## config.mk

```make
export PLATFORM = sky130hd
export DESIGN_NAME = thermo_track_adc
export DESIGN_NICKNAME = d
export VERILOG_FILES = /design/src/rtl/ttadc_pkg.sv /design/src/rtl/ttadc_sync2.sv /design/src/rtl/ttadc_counter.sv /design/src/rtl/ttadc_settle.sv /design/src/rtl/thermo_track_adc.sv
export SDC_FILE = /design/constraint.sdc
export NUM_CORES = 1
export LEC_CHECK = 0
export BUFFER_PORTS_ARGS = -buffer_cell sky130_fd_sc_hd__buf_2
export CAP_MARGIN = 20
export CORE_MARGIN = 2
export CORE_UTILIZATION = 59
export CTS_BUF_LIST = sky130_fd_sc_hd__clkbuf_4 sky130_fd_sc_hd__clkbuf_8
export DETAILED_ROUTE_END_ITERATION = 12
export PLACE_DENSITY = 0.82
export SYNTH_ARGS = -nofsm -noshare
export SYNTH_HDL_FRONTEND = slang
export SYNTH_SLANG_ARGS = --single-unit
```

## constraint.sdc

```tcl
create_clock -name clk -period 1.4 [get_ports clk]
set_clock_uncertainty 0.2 [all_clocks]
set_input_delay 0.28 -clock clk [delete_from_list [all_inputs] [get_ports clk]]
set_output_delay 0.28 -clock clk [all_outputs]
set_load 0.005 [all_outputs]
```

## src/rtl/ttadc_pkg.sv

```systemverilog
package ttadc_pkg;
  typedef enum logic {
    DIR_DOWN = 1'b0,
    DIR_UP   = 1'b1
  } step_dir_e;
endpackage

```

## src/rtl/ttadc_sync2.sv

```systemverilog
module ttadc_sync2 (
  input  logic clk,
  input  logic rst_n,
  input  logic async_in,
  output logic sync_out
);
  logic meta_q;
  logic sync_q;

  always_ff @(posedge clk or negedge rst_n) begin
    if (!rst_n) begin
      meta_q <= 1'b0;
      sync_q <= 1'b0;
    end else begin
      meta_q <= async_in;
      sync_q <= meta_q;
    end
  end

  assign sync_out = sync_q;

  AST_SYNC_TWO_STAGE: assert property (@(posedge clk) disable iff (!rst_n)
    1'b1 |=> sync_q == $past(meta_q));
endmodule

```

## src/rtl/ttadc_counter.sv

```systemverilog
module ttadc_counter
  import ttadc_pkg::*;
#(
  parameter int CNT_W = 9
) (
  input  logic             clk,
  input  logic             rst_n,
  input  logic             step_en,
  input  step_dir_e        dir,
  output logic [CNT_W-1:0] cnt_q,
  output logic [CNT_W-1:0] cnt_d
);
  localparam logic [CNT_W-1:0] CNT_MAX = {CNT_W{1'b1}};
  localparam logic [CNT_W-1:0] CNT_MID = CNT_W'(1) << (CNT_W - 1);

  always_comb begin
    cnt_d = cnt_q;
    if (step_en) begin
      if (dir == DIR_UP) begin
        if (cnt_q != CNT_MAX) cnt_d = cnt_q + 1'b1;
      end else begin
        if (cnt_q != '0) cnt_d = cnt_q - 1'b1;
      end
    end
  end

  always_ff @(posedge clk or negedge rst_n) begin
    if (!rst_n) cnt_q <= CNT_MID;
    else if (step_en) cnt_q <= cnt_d;
  end

  AST_NO_WRAP_TOP: assert property (@(posedge clk) disable iff (!rst_n)
    (step_en && dir == DIR_UP && cnt_q == CNT_MAX) |=> cnt_q == CNT_MAX);
  AST_NO_WRAP_BOTTOM: assert property (@(posedge clk) disable iff (!rst_n)
    (step_en && dir == DIR_DOWN && cnt_q == '0) |=> cnt_q == '0);
  AST_HOLD_IDLE: assert property (@(posedge clk) disable iff (!rst_n)
    !step_en |=> $stable(cnt_q));
  AST_STEP_UP: assert property (@(posedge clk) disable iff (!rst_n)
    (step_en && dir == DIR_UP && cnt_q != CNT_MAX) |=> cnt_q == $past(cnt_q) + 1'b1);
  AST_STEP_DOWN: assert property (@(posedge clk) disable iff (!rst_n)
    (step_en && dir == DIR_DOWN && cnt_q != '0) |=> cnt_q == $past(cnt_q) - 1'b1);
endmodule

```

## src/rtl/ttadc_settle.sv

```systemverilog
module ttadc_settle #(
  parameter int CODE_W   = 6,
  parameter int SETTLE_W = 8
) (
  input  logic                clk,
  input  logic                rst_n,
  input  logic                step_en,
  input  logic [CODE_W-1:0]   code_cur,
  input  logic [CODE_W-1:0]   code_nxt,
  input  logic [SETTLE_W-1:0] settle_len,
  output logic                valid
);
  localparam logic [SETTLE_W-1:0] RUN_MAX = {SETTLE_W{1'b1}};

  logic [SETTLE_W-1:0] run_q, run_d;
  logic                valid_q, valid_d;

  always_comb begin
    run_d   = run_q;
    valid_d = valid_q;
    if (step_en) begin
      if (code_nxt != code_cur) begin
        run_d   = '0;
        valid_d = 1'b0;
      end else begin
        run_d   = (run_q == RUN_MAX) ? run_q : run_q + 1'b1;
        valid_d = (run_d >= settle_len);
      end
    end
  end

  always_ff @(posedge clk or negedge rst_n) begin
    if (!rst_n) begin
      run_q   <= '0;
      valid_q <= 1'b0;
    end else if (step_en) begin
      run_q   <= run_d;
      valid_q <= valid_d;
    end
  end

  assign valid = valid_q;

  AST_VALID_NEEDS_RUN: assert property (@(posedge clk) disable iff (!rst_n)
    valid_q |-> run_q >= settle_len || $past(valid_q));
endmodule

```

## src/rtl/thermo_track_adc.sv

```systemverilog
module thermo_track_adc
  import ttadc_pkg::*;
#(
  parameter int CNT_W    = 9,
  parameter int DAC_W    = 6,
  parameter int SETTLE_W = 8
) (
  input  logic               clk,
  input  logic               rst_n,
  input  logic               step_tick,
  input  logic               cmp_above,
  input  logic [SETTLE_W-1:0] settle_len,
  output logic [DAC_W-1:0]   dac_code,
  output logic               code_valid,
  output logic [DAC_W+1:0]   rd_data
);
  localparam int FILT_W = CNT_W - DAC_W;

  logic             rst_meta_q, rst_sync_q;
  logic             cmp_s;
  logic [CNT_W-1:0] cnt_q, cnt_d;
  step_dir_e        dir;

  always_ff @(posedge clk or negedge rst_n) begin
    if (!rst_n) begin
      rst_meta_q <= 1'b0;
      rst_sync_q <= 1'b0;
    end else begin
      rst_meta_q <= 1'b1;
      rst_sync_q <= rst_meta_q;
    end
  end

  ttadc_sync2 i_cmp_sync (
    .clk      (clk),
    .rst_n    (rst_sync_q),
    .async_in (cmp_above),
    .sync_out (cmp_s)
  );

  assign dir = cmp_s ? DIR_UP : DIR_DOWN;

  ttadc_counter #(.CNT_W(CNT_W)) i_counter (
    .clk     (clk),
    .rst_n   (rst_sync_q),
    .step_en (step_tick),
    .dir     (dir),
    .cnt_q   (cnt_q),
    .cnt_d   (cnt_d)
  );

  ttadc_settle #(.CODE_W(DAC_W), .SETTLE_W(SETTLE_W)) i_settle (
    .clk        (clk),
    .rst_n      (rst_sync_q),
    .step_en    (step_tick),
    .code_cur   (cnt_q[CNT_W-1:FILT_W]),
    .code_nxt   (cnt_d[CNT_W-1:FILT_W]),
    .settle_len (settle_len),
    .valid      (code_valid)
  );

  assign dac_code = cnt_q[CNT_W-1:FILT_W];
  assign rd_data  = {code_valid, 1'b0, dac_code};

  AST_VALID_DROPS: assert property (@(posedge clk) disable iff (!rst_sync_q)
    (dac_code != $past(dac_code)) |-> !code_valid);
  AST_CODE_FILTERED: assert property (@(posedge clk) disable iff (!rst_sync_q)
    (dac_code != $past(dac_code)) |-> cnt_q[FILT_W-1:0] == '0 || cnt_q[FILT_W-1:0] == '1);
  AST_READ_LAYOUT: assert property (@(posedge clk) disable iff (!rst_sync_q)
    rd_data[DAC_W] == 1'b0 && rd_data[DAC_W+1] == code_valid);
endmodule

```

==> impl_metrics.ini, run 1 <==
[die]
num_rows = 19
die_w_um = 58.6
dieHeight_um = 58.6
ios = 27
initial_core_util = 0.627

[synthesis]
netlist_top_cells_count = dfrtp_1, nand2_1, inv_1
synth_xor_area_frac = 0.0249
synth_edf_count = 0
synth_async_sr_flop_share = 1.00
synth.cell_area_sq_um = 1760
synth_top_family_by_area = compound AO/OA/AOI/OAI gates
yosysTopAreaCell = dfrtp_1
synth_top_area_share = 0.299
netlist_top_cells_area = dfrtp_1, ha_1, buf_4
synth-main-ff-cell = dfrtp_1
synthAdderAreaFrac = 0.0783
synth-simple-area-share = 0.209
synth.mux.area_fraction = 0.0185
synthesis.nets = 228
syn_inst = 205
yosysSeqAreaShare = 0.314
ys_ff_latch = 22
synth_cell_types = 56
synth.avg_cell_area_sq_um = 8.58
yosysWarnings = 0
synth_compound_area_frac = 0.226

[status]
stop_stage = global routing
status = did not finish
error_line = [ERROR GRT-0232] Routing congestion too high. Check the congestion heatmap in the GUI.

[grt]
overflow = 93
grt_max_degree = 21
gr-usage-all-layers = 0.797

[clock_network]
htreeDepth = 1
cts_inserted_buffers = 3
clockBufferDepth = 2
ctsRootBufferMaster = clkbuf_4
clock-sinks = 22

[placement]
place_hpwl_mm = 3.83
dp.cells = 294
port-buffer-count = 25
pre_cts_slack_ns = -0.925
place.gp.congestion = 0.929
placed_area_sq_um = 2290

[sta]
endpoint_type = register data pin
repair-timing-grt-worst-ep = i_settle.valid$_DFFE_PN0P_/D
==> per-stage QoR <==
stage / utilization / setup TNS (ns)
3_3_place_gp: 0.815 / -8.05
3_5_place_dp: 0.815 / -9.26
2_1_floorplan: - / -6.61
4_1_cts: 0.951 / -11.14
==> cells by family after synthesis <==
| kind of cell | after synthesis |
|---|---|
| compound gates | 52 |
| xor+xnor | 5 |
| fa+ha+maj | 11 |
| buf+inv | 41 |
| flops | 22 |
| mux | 3 |
| other cells | 2 |
| simple gates | 69 |
==> repair_timing <==
item,4_1_cts
pin swaps,24
endpoints found under the hold margin,3
gates resized for setup,49
buffers inserted,11
endpoints found under the setup margin,30
hold buffers,2
==> layer usage <==
layer	GRT usage	GRT overflow
met1	0.787	0
met2	1.00	50
met3	0.549	3
met4	0.925	40
met5	0	0
==> inputs of run 2 (changes only) <==
Settings changed: CORE_UTILIZATION 59 to 40, CTS_BUF_LIST sky130_fd_sc_hd__clkbuf_4 sky130_fd_sc_hd__clkbuf_8 to not set, PLACE_DENSITY 0.82 to not set, PLACE_DENSITY_LB_ADDON set to 0.15.
==> run 2 against run 1 <==
The flow now finishes, with violations (negative hold slack, negative setup slack). Area after synthesis did not move. Synthesized cell count did not move.
==> impl_metrics.ini, run 2 <==
[sta]
fmax_mhz = 435
grt_setup_unrepaired = true
worst_slack_ns = -0.899
maxSlewViolCount = 0
post-route-period-util = 1.64
fin_crit_ns = 2.30
finalHoldViolCount = 6
finalSetupViolCount = 30
setup_tns_ns = -12.07
hold_slack_ns = -0.00365

[die]
core_sq_um = 4290
initial_core_util = 0.409
num_rows = 24
dieHeight_um = 70.3
die_w_um = 70.3
ios = 27
die_area_sq_um = 4940

[power]
power_density_nw_per_um2 = 1570
irDropWorstVdd_v = 0.00106
p_leak_nw = 1.30

[finish]
seq_area_sq_um = 552
top_regs = i_counter.cnt_q x9, i_settle.run_q x8
final_common_cell = buf_4
drive_above_1_share = 0.544
n_antenna_cell = 0
finalInstanceArea_sq_um = 2930
regMostFlops = i_counter.cnt_q
final_cell_mix = buf_4, buf_6, dfrtp_1
largest_register_ffs = 9
multi_input_area_sq_um = 1360
nets = 309
utilization = 0.683
area.growth.synth_to_final_pct = 66.9
n_fill_cell = 337

[placement]
place_hpwl_mm = 3.60
placed_area_sq_um = 2300
place.gp.congestion = 0.937
port-buffer-count = 25

[status]
violations = negative hold slack, negative setup slack
status = complete, but fails checks

[critical_path]
crit_type = flop to flop
cp.arrival_ns = 2.28
critPathMaxStageDelay_ns = 0.42
critPathCapture = i_settle.valid$_DFFE_PN0P_
crit_chain = ha_4 > nand3_4 > nor2_4 > mux2_4 > ha_4 > o21ai_2 > o21ai_1 > o2111ai_1 > and3_1 > o32ai_2
cp_slowest_cell = dfrtp_1
timing.rr.start = i_settle.run_q[0]$_DFFE_PN0P_
startpoint_type = flop
reg2reg_depth = 10
r2r_end = i_settle.valid$_DFFE_PN0P_
cp_top_family = compound AO/OA/AOI/OAI gates
r2r_slack_ns = -0.90
path_common_cell = ha_4
crit_buf_inv = 0
cp_max_fo = 3
end_kind = flop
cp.depth = 10
worstSetupStartpoint = i_settle.run_q[0]$_DFFE_PN0P_
required_ns = 1.38

[synthesis]
synth_edf_count = 0
synth_cell_types = 56
synth_xor_area_frac = 0.0249
synth-simple-area-share = 0.209
synth_compound_area_frac = 0.226
synth.mux.area_fraction = 0.0185
synthAdderAreaFrac = 0.0783
synth_async_sr_flop_share = 1.00
synth.avg_cell_area_sq_um = 8.58
synth_top_area_share = 0.299
synth-main-ff-cell = dfrtp_1
syn_inst = 205
synth.cell_area_sq_um = 1760
ys_ff_latch = 22
yosysTopAreaCell = dfrtp_1
synthesis.nets = 228
yosysSeqAreaShare = 0.314
synth_top_family_by_area = compound AO/OA/AOI/OAI gates
netlist_top_cells_area = dfrtp_1, ha_1, buf_4
netlist_top_cells_count = dfrtp_1, nand2_1, inv_1
yosysWarnings = 0

[clock_network]
clk_pin_slew_worst_paths_ns = 0.09
ctsRootBufferMaster = clkbuf_8
clk_latency_ns = 0.27
clockBufferDepth = 2
htreeDepth = 1
cts_tree = done
cts_inserted_buffers = 3
clock-sinks = 22

[grt]
use_met3 = 0.0404
gr-usage-all-layers = 0.214
grt_max_degree = 19
overflow = 0
met2_usage = 0.375
antenna_found_initial = 0
gr-usage-met1 = 0.273
grt_pass1_vias = 1855
grt_pass1_wl_mm = 8.54
grt.busiest_layer = met2

[route]
drt_iter0_markers = 117
vias = 1823
ant_nets = 0
firstDrtPassIters = 4
drc = 0
routed_via_density = 5.41
wl_per_cell_um = 16.2
totalWireLength_mm = 5.45

[job]
max_cap_viol_count = 0

[hold_path]
hold_class = flop to asynchronous set/reset pin
[run 2: cell counts after synthesis]
No cell type changed its count.
[run 2: worst min-delay path by stage]
stage,startpoint,endpoint,depth (start not counted)
after floorplan,rst_n,rst_meta_q$_DFF_PN0_,0
after global placement,rst_n,rst_meta_q$_DFF_PN0_,1
after detailed placement,rst_n,rst_meta_q$_DFF_PN0_,1
after CTS,rst_sync_q$_DFF_PN0_,i_settle.run_q[6]$_DFFE_PN0P_,1
after global routing,rst_sync_q$_DFF_PN0_,i_settle.run_q[7]$_DFFE_PN0P_,1
final,rst_sync_q$_DFF_PN0_,i_settle.run_q[6]$_DFFE_PN0P_,1
[run 2: worst register-to-register path, stage by stage (launching register included)]
cell and delay, ns:
dfrtp_1 0.42, ha_4 0.18, nand3_4 0.08, nor2_4 0.11
mux2_4 0.33, ha_4 0.27, o21ai_2 0.04, o21ai_1 0.13
o2111ai_1 0.10, and3_1 0.17, o32ai_2 0.20
[run 2: area by class of cell]
type,count,area share
Clock buffer,3,0.0141
Clock inverter,1,0.0102
Inverter,16,0.0205
Multi-Input combinational cell,142,0.463
Sequential cell,22,0.188
Tap cell,52,0.0222
Timing Repair Buffer,101,0.282
[run 2: layer usage]
| metal | routed length [um] | vias up |
|---|---|---|
| li1 | - | 889 |
| met1 | 2310 | 880 |
| met2 | 2850 | 48 |
| met3 | 253 | 6 |
| met4 | 40 | 0 |
| met5 | 0 | - |
[run 2: stage by stage]
step           power, mW  setup WS (ns)  cells
3_5_place_dp        3.17         -0.920    313
2_1_floorplan       2.38         -0.929    205
4_1_cts             4.27         -0.895    327
6_report            4.60         -0.899    337
3_3_place_gp        3.12         -0.864    313
5_1_grt             4.90          -1.00    337
[run 2: timing repair]
action	4_1_cts	5_1_grt
endpoints found under the setup margin	28	29
hold buffers	3	0
hold endpoints to repair	10	0
pin swaps	17	20
buffers inserted	8	13
gates resized for setup	49	27
[run 2: logic make-up (layout without fill, tap and decap cells)]
group           count (synthesis)  count (layout)
simple gates                   69              69
compound gates                 52              52
buf+inv                        41             121
flops                          22              22
fa+ha+maj                      11              11
xor+xnor                        5               5
mux                             3               3
other cells                     2               2
[run 2: power breakdown]
| part | switching, mW | leakage (nW) | total [mW] | internal, mW |
|---|---|---|---|---|
| Clock | 0.226 | 0.0357 | 0.609 | 0.382 |
| Sequential | 0.244 | 0.269 | 1.07 | 0.828 |
| Combinational | 1.34 | 0.998 | 2.91 | 1.57 |
(Power assumes the default switching activity.)
==> inputs of run 3 (changes only) <==
Settings changed: CORE_AREA set to 2 2 63 65, CORE_MARGIN 2 to not set, CORE_UTILIZATION 40 to not set, DIE_AREA set to 0 0 65 67, RECOVER_POWER set to 100.
==> run 3 against run 2 <==
The flow finishes with violations (negative setup slack). Sequential power is essentially flat. Clock power shrank 22%. Core utilization up 11 points. Wire length shrank 2.7%. Critical path type unchanged.
==> impl_metrics.ini, run 3 (synthesized netlist as in run 2, its figures left out) <==
[status]
status = complete, but fails checks
violations = negative setup slack

[sta]
grt_setup_unrepaired = true
fmax_mhz = 421
worst_slack_ns = -0.973
maxSlewViolCount = 0
finalHoldViolCount = 0
slew_headroom = 0.644
fin_crit_ns = 2.37
post-route-period-util = 1.70
finalSetupViolCount = 28
worst_pin_slew_ns = 0.534
hold_slack_ns = 0.105

[power]
pwr-share-seq = 0.238
power_mw = 4.59
p_leak_nw = 1.27
irDropWorstVdd_v = 0.000822
clkPwrFrac = 0.104
p_comb_frac = 0.658
p_sw_mw = 1.79
power_density_nw_per_um2 = 1600
internal_power_mw = 2.80
swShare = 0.391

[placement]
place.gp.congestion = 0.857
placed_area_sq_um = 2340
place_hpwl_mm = 3.52
port-buffer-count = 25
pre_cts_slack_ns = -0.962

[route]
drt_iter0_markers = 131
wl_per_cell_um = 15.8
ant_nets = 0
firstDrtPassIters = 4
drc = 0
totalWireLength_mm = 5.30
routed_via_density = 5.49
vias = 1845

[finish]
area.growth.synth_to_final_pct = 63.1
regMostFlops = i_counter.cnt_q
n_antenna_cell = 0
largest_register_ffs = 9
final_cell_mix = buf_4, buf_6, nand2_1
top_regs = i_counter.cnt_q x9, i_settle.run_q x8
finalInstanceArea_sq_um = 2870
nets = 312
drive_above_1_share = 0.538
final_common_cell = buf_4

[die]
dieHeight_um = 67
ios = 27
die_w_um = 65
die_area_sq_um = 4360
num_rows = 22
core_sq_um = 3610
initial_core_util = 0.488

[clock_network]
clk_latency_ns = 0.27
htreeDepth = 1
clock-sinks = 22
ctsRootBufferMaster = clkbuf_8
clk_pin_slew_worst_paths_ns = 0.09
cts_tree = done
clockBufferDepth = 2
cts_inserted_buffers = 3

[hold_path]
hold_class = flop to asynchronous set/reset pin

[grt]
grt_pass1_vias = 1848
grt_max_degree = 21
overflow = 0
grt_pass1_wl_mm = 8.47
antenna_found_initial = 0
gr-usage-all-layers = 0.256

[critical_path]
required_ns = 1.38
cp_max_fo = 6
cp.arrival_ns = 2.36
end_kind = flop
crit_type = flop to flop
startpoint_type = flop

[job]
max_cap_viol_count = 0
[run 3: cell count changes in the layout (fill, tap and decap cells not counted), moves of 2 or more]
| cell | delta |
|---|---|
| a31oi_2 | +2 |
| ha_2 | -2 |
| buf_4 | +6 |
| buf_6 | +2 |
| buf_2 | -5 |
| a31oi_4 | -2 |
| o2bb2ai_2 | +3 |
| o2bb2ai_4 | -3 |
| nand2_1 | +2 |
| dfrtp_2 | +3 |
| dfrtp_1 | -3 |
[run 3: final timing paths]
path,startpoint,end,slack (ns),cells past startpoint
max,i_settle.run_q[6]$_DFFE_PN0P_,i_settle.valid$_DFFE_PN0P_,-0.97,10
min,rst_sync_q$_DFF_PN0_,i_settle.valid$_DFFE_PN0P_,0.10,1
max reg2reg,i_settle.run_q[6]$_DFFE_PN0P_,i_settle.valid$_DFFE_PN0P_,-0.97,10
min reg2reg,rst_sync_q$_DFF_PN0_,i_settle.valid$_DFFE_PN0P_,0.10,1
max in group asynchronous,rst_sync_q$_DFF_PN0_,i_counter.cnt_q[2]$_DFFE_PN0P_,0.51,1
min in group clk,i_cmp_sync.meta_q$_DFF_PN0_,i_cmp_sync.sync_out$_DFF_PN0_,0.16,0
[run 3: final cells by class]
class	instances	area, sq um
clock buffers	4	55.1
fillers	231	739
inverters	16	60.1
multi-input cells	142	1280
flip-flops and latches	22	556
well taps	48	60.1
repair buffers	104	853
[run 3: per-layer routing]
metal	part of all wire	track usage	routed length, um	vias to the layer above
li1	-	-	-	890
met1	0.42	0.299	2210	870
met2	0.51	0.461	2710	65
met3	0.037	0.0287	196	20
met4	0.036	0.133	191	0
met5	0	0	0	-
[run 3: critical path, cell delays in order (launching register included)]
cell       delay [ns]
dfrtp_1          0.38
nand4_1          0.16
buf_6            0.18
nor2_4           0.12
mux2_4           0.33
ha_4             0.26
o21ai_2          0.04
o21ai_1          0.12
o2111ai_1        0.11
and3_1           0.17
o32ai_2          0.21
[run 3: stage by stage]
step | setup TNS (ns) | util | cells
after floorplan | -6.61 | - | 205
after global placement | -7.80 | 0.649 | 315
after detailed placement | -8.21 | 0.649 | 315
after CTS | -8.92 | 0.750 | 330
after global routing | -11.64 | 0.795 | 336
final | -9.84 | 0.795 | 336
[run 3: repair_timing]
item | CTS | global route
endpoints found under the hold margin | 3 | 0
setup endpoints to repair | 29 | 28
resized for setup | 44 | 23
cloned | 0 | 0
pin swaps | 21 | 20
setup buffers | 9 | 8
hold buffers | 2 | 0
[run 3: power groups by stage]
| stage | sequential (mW) | combinational [mW] | clock [mW] |
|---|---|---|---|
| final | 1.09 | 3.02 | 0.478 |
| after global placement | 1.04 | 2.21 | 0 |
| after detailed placement | 1.06 | 2.24 | 0 |
| after CTS | 1.07 | 2.69 | 0.476 |
| after floorplan | 1.04 | 1.34 | 0 |
| after global routing | 1.11 | 3.28 | 0.499 |
==> inputs of run 4 (changes only) <==
Settings changed: CORE_AREA 2 2 63 65 to not set, CORE_MARGIN set to 2, CORE_UTILIZATION set to 35, DIE_AREA 0 0 65 67 to not set.
==> run 4 against run 3 <==
Highest routed layer unchanged. Total power rose by 0.60%. Worst hold slack improved by 0.035 ns. First-iteration DRC count fell by 11%. Clock power fell by 2%. Largest power group unchanged. The run still ends with negative setup slack left. Largest cell class unchanged. Critical path type unchanged.
==> impl_metrics.ini, run 4 (synthesized netlist as in run 2, its figures left out) <==
[placement]
place_hpwl_mm = 3.56
place.gp.congestion = 0.833
port-buffer-count = 25

[power]
clkPwrFrac = 0.101
p_comb_frac = 0.654
internal_power_mw = 2.82
p_leak_nw = 1.29
pwr-share-seq = 0.245
p_sw_mw = 1.80
power_density_nw_per_um2 = 1560
irDropWorstVdd_v = 0.000808
swShare = 0.390

[finish]
final_cell_mix = buf_4, buf_6, nand2_1
area.growth.synth_to_final_pct = 68.9
final_common_cell = buf_4
n_antenna_cell = 0
top_regs = i_counter.cnt_q x9, i_settle.run_q x8
drive_above_1_share = 0.564
regMostFlops = i_counter.cnt_q
nets = 315
largest_register_ffs = 9

[route]
firstDrtPassIters = 4
drt_iter0_markers = 117
wl_per_cell_um = 14.2
routed_via_density = 5.08
ant_nets = 0
vias = 1817
drc = 0
totalWireLength_mm = 5.07

[clock_network]
ctsRootBufferMaster = clkbuf_8
clk_pin_slew_worst_paths_ns = 0.09
htreeDepth = 1
clk_latency_ns = 0.27
cts_tree = done
clockBufferDepth = 2
clock-sinks = 22
cts_inserted_buffers = 3

[die]
ios = 27
dieHeight_um = 74.9
core_sq_um = 4790
num_rows = 25
die_area_sq_um = 5610
initial_core_util = 0.367
die_w_um = 74.9

[grt]
use_met3 = 0.0361
overflow = 0
antenna_found_initial = 0
grt.busiest_layer = met2
grt_pass1_vias = 1823
met2_usage = 0.327
grt_pass1_wl_mm = 8.49
gr-usage-met1 = 0.266
grt_max_degree = 14
gr-usage-all-layers = 0.197

[hold_path]
hold_class = input port to asynchronous set/reset pin

[sta]
worst_slack_ns = -0.905
fmax_mhz = 434
finalSetupViolCount = 30
post-route-period-util = 1.65
setup_tns_ns = -10.50
grt_setup_unrepaired = true
hold_slack_ns = 0.139
fin_crit_ns = 2.31
finalHoldViolCount = 0
maxSlewViolCount = 0

[critical_path]
crit_chain = ha_4 > nand3_4 > nor2_4 > mux2_4 > ha_4 > o21ai_2 > o21ai_1 > o2111ai_1 > and3_1 > o32ai_2
critPathMaxStageDelay_ns = 0.41
cp_slowest_cell = dfrtp_1
cp.arrival_ns = 2.29
cp_max_fo = 3
required_ns = 1.38
crit_type = flop to flop
path_common_cell = ha_4
startpoint_type = flop
end_kind = flop

[job]
max_cap_viol_count = 0

[status]
violations = negative setup slack
status = complete, but fails checks
==> run 4: final timing paths <==
check,endpoint,cells past startpoint,from,slack (ns)
setup / recovery,i_settle.valid$_DFFE_PN0P_,10,i_settle.run_q[0]$_DFFE_PN0P_,-0.91
hold / removal,rst_meta_q$_DFF_PN0_,2,rst_n,0.14
setup reg to reg,i_settle.valid$_DFFE_PN0P_,10,i_settle.run_q[0]$_DFFE_PN0P_,-0.91
hold reg to reg,i_cmp_sync.sync_out$_DFF_PN0_,0,i_cmp_sync.meta_q$_DFF_PN0_,0.15
max in group asynchronous,i_counter.cnt_q[8]$_DFFE_PN1P_,2,rst_sync_q$_DFF_PN0_,0.09
min in group clk,i_cmp_sync.sync_out$_DFF_PN0_,0,i_cmp_sync.meta_q$_DFF_PN0_,0.15
==> run 4: cell type report <==
| cell class | instances | area [sq um] |
|---|---|---|
| tap | 67 | 83.8 |
| multi-input combinational | 142 | 1320 |
| fill | 400 | 1820 |
| timing repair buffer | 107 | 888 |
| inverter | 16 | 60.1 |
| clock buffer | 4 | 55.1 |
| sequential | 22 | 558 |
==> run 4: metal layers <==
metal | part of all wire | routed length [um]
met1 | 0.47 | 2390
met2 | 0.48 | 2420
met3 | 0.040 | 203
met4 | 0.011 | 54
met5 | 0 | 0
==> run 4: critical path: cells and delay by family (launching register included) <==
kind	cells	cell delay, ns
mux	1	0.33
fa+ha+maj	2	0.43
simple gates	3	0.42
flops	1	0.41
compound gates	4	0.45
==> run 4: what timing repair did <==
item	in CTS	in global routing
setup endpoints to repair	30	30
pin swaps	18	22
endpoints found under the hold margin	10	0
gates resized for setup	50	30
setup buffers	7	13
hold buffers	4	0
==> run 4: per-stage QoR <==
step / setup slack (ns) / total power, mW / cell area (sq um) / std cells / util
global placement: -0.858 / 3.25 / 2360 / 334 / 0.494
global route: -1.02 / 5.00 / 2970 / 358 / 0.620
detailed placement: -0.923 / 3.26 / 2360 / 334 / 0.494
CTS: -0.893 / 4.27 / 2750 / 348 / 0.575
finish: -0.905 / 4.62 / 2970 / 358 / 0.620
floorplan: -0.929 / 2.38 / 1880 / 205 / -
==> run 4: power by group through the flow <==
| stage | registers, mW | clock network, mW | logic [mW] |
|---|---|---|---|
| after CTS | 1.07 | 0.491 | 2.71 |
| final | 1.13 | 0.469 | 3.02 |
| after floorplan | 1.04 | 0 | 1.34 |
| after global routing | 1.17 | 0.515 | 3.31 |
| after detailed placement | 1.06 | 0 | 2.20 |
| after global placement | 1.06 | 0 | 2.19 |
